[src/rtl/spdif_tx_pkg.sv]
package spdif_tx_pkg;

    localparam int AUD_W      = 20;
    localparam int CODED_W    = 16;
    localparam int AUX_W      = 4;
    localparam int HC_W       = 7;      // 128 half-cells per frame
    localparam int PAY_W      = AUX_W + AUD_W + 3;

    typedef enum logic [1:0] {
        SYNC_BLOCK = 2'd0,
        SYNC_LEFT  = 2'd1,
        SYNC_RIGHT = 2'd2
    } sync_e;

    typedef struct packed {
        logic [AUD_W-1:0] left;
        logic [AUD_W-1:0] right;
        logic             invalid;
    } stereo_t;

    // MSB to LSB: status, user, validity, audio, aux (slot 30 down to 4)
    typedef struct packed {
        logic             cs;
        logic             ud;
        logic             vf;
        logic [AUD_W-1:0] aud;
        logic [AUX_W-1:0] aux;
    } payload_t;

    // bit 7 is the first half-cell, pattern for a low prior level
    function automatic logic [7:0] sync_pattern(sync_e kind);
        case (kind)
            SYNC_BLOCK: return 8'b1110_1000;
            SYNC_LEFT:  return 8'b1110_0010;
            default:    return 8'b1110_0100;
        endcase
    endfunction

    function automatic logic [AUD_W-1:0] place_word(logic [AUD_W-1:0] w, logic coded);
        if (coded)
            return {w[CODED_W-1:0], {(AUD_W-CODED_W){1'b0}}};
        return w;
    endfunction

endpackage

[src/rtl/spdif_tx_timebase.sv]
module spdif_tx_timebase
    import spdif_tx_pkg::*;
#(
    parameter int HALF_DIV     = 2,
    parameter int BLOCK_FRAMES = 192,
    parameter int FR_W         = $clog2(BLOCK_FRAMES)
) (
    input  logic            clk,
    input  logic            rst,
    output logic            cell_go,
    output logic [HC_W-1:0] hc,
    output logic [FR_W-1:0] fr
);

    logic last_clk;

    generate
        if (HALF_DIV > 1) begin : g_div
            localparam int DW = $clog2(HALF_DIV);
            logic [DW-1:0] div_q;
            always_ff @(posedge clk) begin
                if (rst)
                    div_q <= '0;
                else if (div_q == DW'(HALF_DIV - 1))
                    div_q <= '0;
                else
                    div_q <= div_q + 1'b1;
            end
            assign cell_go  = (div_q == '0);
            assign last_clk = (div_q == DW'(HALF_DIV - 1));
        end else begin : g_nodiv
            assign cell_go  = 1'b1;
            assign last_clk = 1'b1;
        end
    endgenerate

    always_ff @(posedge clk) begin
        if (rst) begin
            hc <= '0;
            fr <= '0;
        end else if (last_clk) begin
            hc <= hc + 1'b1;
            if (hc == '1)
                fr <= (fr == FR_W'(BLOCK_FRAMES - 1)) ? '0 : fr + 1'b1;
        end
    end

endmodule

[src/rtl/spdif_tx_regs.sv]
module spdif_tx_regs #(
    parameter int UBUF_BYTES = 129,
    parameter int CS_BYTES   = 5,
    parameter int ADDR_W     = 8,
    parameter int FR_W       = 8
) (
    input  logic              clk,
    input  logic              rst,
    input  logic              wr_en,
    input  logic              wr_status,
    input  logic [ADDR_W-1:0] wr_addr,
    input  logic [7:0]        wr_data,
    input  logic              right_start,
    input  logic [FR_W-1:0]   fr,
    output logic              c_bit,
    output logic              u_left,
    output logic              u_right
);

    localparam int UB_BITS = UBUF_BYTES * 8;
    localparam int PAIRS   = UBUF_BYTES * 4;
    localparam int PW      = $clog2(PAIRS);
    localparam int CS_BITS = CS_BYTES * 8;
    localparam int CW      = $clog2(CS_BITS);

    logic [UB_BITS-1:0] ubits;
    logic [CS_BITS-1:0] csbits;
    logic [PW-1:0]      pair;

    always_ff @(posedge clk) begin
        if (rst) begin
            ubits  <= '0;
            csbits <= '0;
            pair   <= '0;
        end else begin
            if (wr_en && !wr_status && (int'(wr_addr) < UBUF_BYTES))
                ubits[{wr_addr, 3'b000} +: 8] <= wr_data;
            if (wr_en && wr_status && (int'(wr_addr) < CS_BYTES))
                csbits[{wr_addr, 3'b000} +: 8] <= wr_data;
            if (right_start)
                pair <= (pair == PW'(PAIRS - 1)) ? '0 : pair + 1'b1;
        end
    end

    assign u_left  = ubits[{pair, 1'b0}];
    assign u_right = ubits[{pair, 1'b1}];
    assign c_bit   = (int'(fr) < CS_BITS) ? csbits[fr[CW-1:0]] : 1'b0;

endmodule

[src/rtl/spdif_tx_encoder.sv]
module spdif_tx_encoder
    import spdif_tx_pkg::*;
(
    input  logic             clk,
    input  logic             rst,
    input  logic             cell_go,
    input  logic [HC_W-1:0]  hc,
    input  logic             block_first,
    input  logic             frame_start,
    input  logic             right_start,
    input  logic [AUD_W-1:0] left_word,
    input  logic             left_inv,
    input  logic [AUD_W-1:0] right_word,
    input  logic             right_inv,
    input  logic             c_bit,
    input  logic             u_left,
    input  logic             u_right,
    output logic             tx_out
);

    payload_t         pay_r;
    logic [PAY_W-1:0] pay_bits;
    logic             base_r;
    logic [5:0]       s;
    logic [4:0]       slot;
    logic [4:0]       idx;
    logic [7:0]       pat;
    sync_e            kind;
    logic             prev_lvl;
    logic             bitv;
    logic             lvl;

    assign pay_bits = pay_r;

    always_comb begin
        s        = hc[5:0];
        slot     = s[5:1];
        idx      = slot - 5'd4;
        kind     = hc[6] ? SYNC_RIGHT : (block_first ? SYNC_BLOCK : SYNC_LEFT);
        pat      = sync_pattern(kind);
        prev_lvl = (s == 6'd0) ? tx_out : base_r;
        bitv     = 1'b0;
        if (slot < 5'd4) begin
            lvl = pat[3'd7 - s[2:0]] ^ prev_lvl;
        end else begin
            bitv = (slot == 5'd31) ? ^pay_bits : pay_bits[idx];
            if (!s[0])
                lvl = ~tx_out;
            else
                lvl = bitv ? ~tx_out : tx_out;
        end
    end

    always_ff @(posedge clk) begin
        if (rst) begin
            pay_r  <= '0;
            base_r <= 1'b0;
            tx_out <= 1'b0;
        end else begin
            if (frame_start)
                pay_r <= '{cs: c_bit, ud: u_left, vf: left_inv, aud: left_word, aux: '0};
            else if (right_start)
                pay_r <= '{cs: c_bit, ud: u_right, vf: right_inv, aud: right_word, aux: '0};
            if (cell_go) begin
                if (s == 6'd0)
                    base_r <= tx_out;
                tx_out <= lvl;
            end
        end
    end

endmodule

[src/rtl/spdif_tx.sv]
module spdif_tx
    import spdif_tx_pkg::*;
#(
    parameter int HALF_DIV     = 2,
    parameter int BLOCK_FRAMES = 192,
    parameter int UBUF_BYTES   = 129,
    parameter int CS_BYTES     = 5,
    parameter int ADDR_W       = 8
) (
    input  logic              clk,
    input  logic              rst,
    input  logic              smp_valid,
    output logic              smp_ready,
    input  logic [19:0]       smp_left,
    input  logic [19:0]       smp_right,
    input  logic              smp_coded,
    input  logic              wr_en,
    input  logic              wr_status,
    input  logic [ADDR_W-1:0] wr_addr,
    input  logic [7:0]        wr_data,
    output logic              tx_out
);

    localparam int FR_W = $clog2(BLOCK_FRAMES);

    logic            cell_go;
    logic [HC_W-1:0] hc;
    logic [FR_W-1:0] fr;
    logic            frame_start;
    logic            right_start;
    logic            c_bit;
    logic            u_left;
    logic            u_right;

    stereo_t hold_r;
    logic    hold_full;
    stereo_t frame_r;
    stereo_t cur;

    spdif_tx_timebase #(
        .HALF_DIV     (HALF_DIV),
        .BLOCK_FRAMES (BLOCK_FRAMES),
        .FR_W         (FR_W)
    ) i_timebase (
        .clk     (clk),
        .rst     (rst),
        .cell_go (cell_go),
        .hc      (hc),
        .fr      (fr)
    );

    assign frame_start = cell_go && (hc == HC_W'(0));
    assign right_start = cell_go && (hc == HC_W'(64));

    spdif_tx_regs #(
        .UBUF_BYTES (UBUF_BYTES),
        .CS_BYTES   (CS_BYTES),
        .ADDR_W     (ADDR_W),
        .FR_W       (FR_W)
    ) i_regs (
        .clk         (clk),
        .rst         (rst),
        .wr_en       (wr_en),
        .wr_status   (wr_status),
        .wr_addr     (wr_addr),
        .wr_data     (wr_data),
        .right_start (right_start),
        .fr          (fr),
        .c_bit       (c_bit),
        .u_left      (u_left),
        .u_right     (u_right)
    );

    assign smp_ready = !hold_full;
    assign cur = hold_full ? hold_r : '{left: '0, right: '0, invalid: 1'b1};

    always_ff @(posedge clk) begin
        if (rst) begin
            hold_r    <= '0;
            hold_full <= 1'b0;
            frame_r   <= '{left: '0, right: '0, invalid: 1'b1};
        end else begin
            if (frame_start) begin
                frame_r   <= cur;
                hold_full <= 1'b0;
            end
            if (smp_valid && !hold_full) begin
                hold_r    <= '{left:    place_word(smp_left, smp_coded),
                               right:   place_word(smp_right, smp_coded),
                               invalid: 1'b0};
                hold_full <= 1'b1;
            end
        end
    end

    spdif_tx_encoder i_encoder (
        .clk         (clk),
        .rst         (rst),
        .cell_go     (cell_go),
        .hc          (hc),
        .block_first (fr == '0),
        .frame_start (frame_start),
        .right_start (right_start),
        .left_word   (cur.left),
        .left_inv    (cur.invalid),
        .right_word  (frame_r.right),
        .right_inv   (frame_r.invalid),
        .c_bit       (c_bit),
        .u_left      (u_left),
        .u_right     (u_right),
        .tx_out      (tx_out)
    );

endmodule

[config.mk]
export PLATFORM = sky130hd
export DESIGN_NAME = spdif_tx
export DESIGN_NICKNAME = d
export VERILOG_FILES = /design/src/rtl/spdif_tx_pkg.sv /design/src/rtl/spdif_tx_timebase.sv /design/src/rtl/spdif_tx_regs.sv /design/src/rtl/spdif_tx_encoder.sv /design/src/rtl/spdif_tx.sv
export SDC_FILE = /design/constraint.sdc
export NUM_CORES = 2
export LEC_CHECK = 0
export BUFFER_PORTS_ARGS = -buffer_cell sky130_fd_sc_hd__clkbuf_2
export CORE_ASPECT_RATIO = 1.75
export CORE_MARGIN = 2
export CORE_UTILIZATION = 63
export DETAILED_ROUTE_END_ITERATION = 16
export MAX_ROUTING_LAYER = met4
export PLACE_DENSITY_LB_ADDON = 0.05
export REMOVE_ABC_BUFFERS = 1
export SETUP_SLACK_MARGIN = 0.5
export SYNTH_ARGS = -nofsm -noshare
export SYNTH_HDL_FRONTEND = slang
export SYNTH_SLANG_ARGS = --single-unit
[constraint.sdc]
create_clock -name clk -period 3.2 [get_ports clk]
set_input_delay 0.32 -clock clk [delete_from_list [all_inputs] [get_ports clk]]
set_output_delay 0.32 -clock clk [all_outputs]
set_load 0.03 [all_outputs]
==> results.py <==
metrics = {
    "layout": {
        "multi_input_area_mm2": 0.0292,
        "register_area_mm2": 0.0237,
        "final_nets": 6596,
        "final_common_cell": "dfxtp_1",
        "drive_above_1_share_pct": 18.5,
        "n_fill_cell": 6372,
        "fin_cells": 7776,
        "most-common-layout-cells": "dfxtp_1, a21oi_1, nand2_1",
        "syn2layout_area_growth_pct": 18.6,
        "final_area_mm2": 0.0648,
        "fin_util_pct": 75.5,
    },
    "sta": {
        "setup_viol": 0,
        "period_share_pct": 94.4,
        "report.final.slew_viol_count": 0,
        "rsz0062_at_grt": "yes",
        "worstMarginPinSlew_ps": 1060,
        "hold_ws_ps": 33.3,
        "hold_viol_final": 0,
        "setup_tns_ps": 0,
        "clock_skew_ps": 28.5,
        "fmax_mhz": 331,
        "period_minus_slack_ps": 3020,
        "max_slew_margin_pct": 29.4,
    },
    "detailed_routing": {
        "drt_iter0_drc": 5607,
        "firstDrtPassIters": 6,
        "vias_per_cell": 6.56,
        "ant_nets": 0,
        "wl_mm": 202,
        "post_drt_wl_per_cell_um": 25.9,
        "drc": 0,
        "vias": 50977,
    },
    "power_and_ir_drop": {
        "leakagePower_nw": 21.8,
        "ir_worst_vdd_mv": 0.514,
        "powerDensity_mw_per_mm2": 478,
    },
    "floorplanning": {
        "core_mm2": 0.0858,
        "num_rows": 142,
        "dieHeight_um": 394,
        "die_x_um": 227,
        "die_area_mm2": 0.0892,
        "initial_utilization_pct": 63.7,
        "num_io_pins": 64,
    },
    "synthesis": {
        "synth_edf_count": 0,
        "synth_seq_cells": 1185,
        "avgSynthCellArea_um2": 8.68,
        "ys_seq_area_share_pct": 43.4,
        "synthesis.area_mm2": 0.0546,
        "synth_cell_type_count": 69,
        "postSynthCellCount": 6295,
        "ys.flop_type": "dfxtp_1",
        "synthArstFlopShare_pct": 0,
        "yosysWarnings": 0,
    },
    "worst_setup_path": {
        "path_cells": "buf_12 > buf_16 > buf_4 > mux4_2 > a22o_1 > a221oi_4 > o311ai_1 > nor3_1 > a311oi_2 > a31o_2",
        "slowest_stage": "mux4_2",
        "path_max_fanout": 11,
        "worstPathRequired_ps": 3820,
        "cp_top_family": "compound AO/OA/AOI/OAI gates",
        "max_stage_delay_ps": 580,
        "crit_path_end_kind": "flip-flop",
        "critPathBufInv": 3,
        "crit_type": "flip-flop to flip-flop",
        "start_kind": "flip-flop",
        "cp_data_arrival_time_ps": 3640,
    },
    "clock_network": {
        "cts_buffer_depth": 3,
        "path_clk_slew_ps": 70,
        "cts.sinks": 1185,
        "cts_root_buffer": "clkbuf_16",
        "cts_tree": "done",
        "numCtsBuffers": 106,
        "ctsHtreeMaxLevel": 3,
        "insertion_delay_ps": 750,
    },
    "outcome": {
        "status": "finished, final reports clean",
    },
    "placed_design": {
        "place_area_mm2": 0.0590,
        "gp_congestion": 1.14,
        "dp_cells": 7461,
        "port_buffers": 63,
        "dp_hpwl_mm": 137,
    },
    "global_routing": {
        "grt.overflow.total": 0,
        "grt_use_total_pct": 46.0,
        "antenna_found_initial": 13,
        "grt_max_degree": 138,
        "grt_pass1_vias": 49174,
        "grt_pass1_wl_mm": 300,
    },
    "worst_hold_path": {
        "hp-class": "primary input to flip-flop",
    },
    "run": {
        "maxCapViolations": 0,
    },
}
flip-flops by register name, indices dropped and copies added, names as in the netlist:
signal                  cells
i_encoder.base_r            1
i_encoder.pay_bits         23
i_regs.csbits              40
i_regs.ubits             1032
i_encoder.tx_out            1
hold_full                   1
i_regs.pair                10
i_timebase.hc               7
i_timebase.fr               8
i_timebase.g_div.div_q      1
frame_r                    21
hold_r                     40
report_power, final:
| group | internal [W] | total, W | switching (W) |
|---|---|---|---|
| logic | 0.000585 | 0.00205 | 0.00147 |
| registers | 0.0148 | 0.0149 | 0.000106 |
| clock network | 0.00796 | 0.0140 | 0.00601 |
metrics by stage:
stage                     worst slack (ps)  total power (W)
final                                  178           0.0310
after global routing                   181           0.0316
after CTS                              308           0.0309
after detailed placement              33.7           0.0172
after global placement                51.1           0.0172
after floorplan                      -8890           0.0160
cells in the mapped netlist, types with 5 or more instances:
library cell  instances  share of area, %
a211oi_1             54              0.74
a21oi_1             872               8.0
a221oi_1             27              0.43
a22o_1               10              0.16
a22oi_1              33              0.45
a311oi_1              5             0.080
a31oi_1              11              0.13
and2_1               32              0.37
and3_1                5             0.057
buf_1                26              0.18
buf_2                59              0.54
buf_4                24              0.33
buf_6                 6              0.12
clkbuf_1            427               2.9
dfxtp_1            1185                43
ha_1                 11              0.25
inv_1                16              0.11
mux2_2                8              0.16
mux2i_1             388               7.1
mux4_2              251                10
nand2_1             871               6.0
nand2_2               6             0.069
nand2b_1             26              0.30
nand3_1              96              0.88
nand3b_1             11              0.15
nand4_1              12              0.14
nor2_1              736               5.1
nor2_2               20              0.23
nor2b_1              18              0.21
nor3_1              151               1.4
nor3_4               21              0.63
nor4_1               26              0.30
o21ai_0             700               6.4
o221ai_1              8              0.13
o22ai_1              16              0.18
or2_2                 6             0.069
or3_1                11              0.13
xnor2_1              31              0.50
xor2_1               20              0.32
timing repair:
item,4_1_cts,5_1_grt
cloned,12,0
hold buffers,49,0
gates resized for setup,97,25
setup endpoints to repair,1,10
endpoints found under the hold margin,37,0
pin swaps,14,14
setup buffers,39,6
path summary, 6_finish.rpt:
check	startpoint	to	slack, ps	cells past startpoint
max	i_regs.pair[0]$_SDFFE_PP0P_	i_encoder.pay_bits[25]$_SDFFE_PP0P_	180	10
min	rst	i_regs.ubits[335]$_SDFFE_PP0P_	30	2
max reg2reg	i_regs.pair[0]$_SDFFE_PP0P_	i_encoder.pay_bits[25]$_SDFFE_PP0P_	180	10
min reg2reg	i_regs.csbits[34]$_SDFFE_PP0P_	i_regs.csbits[34]$_SDFFE_PP0P_	450	2
cell type report:
| cell class | count | share of cell area (%) |
|---|---|---|
| timing repair buffer | 662 | 10.1 |
| antenna | 13 | 0.0502 |
| clock buffer | 144 | 4.80 |
| clock inverter | 52 | 1.06 |
| tap | 1152 | 2.22 |
| sequential | 1185 | 36.6 |
| multi-input combinational | 4552 | 45.1 |
| inverter | 16 | 0.0927 |
metal layers:
layer	global-route usage, %	share of wire [%]	up-vias	wire (um)
met5	-	0	-	0
met4	38.4	10	0	20600
met3	10.4	9.5	985	19100
met2	71.6	47	2860	94000
met1	49.6	34	24443	67900
li1	-	-	22689	-
cell families (layout without fill, tap and decap cells):
group,after synthesis,in the layout,share of synthesized area (%)
xor+xnor,52,52,0.847
flops,1185,1185,43.4
fa+ha+maj,11,11,0.252
other cells,0,13,0
simple gates,2073,2073,16.4
buf+inv,558,874,4.22
compound gates,1769,1769,17.3
mux,647,647,17.6
Power figures use the tool's default switching activity.
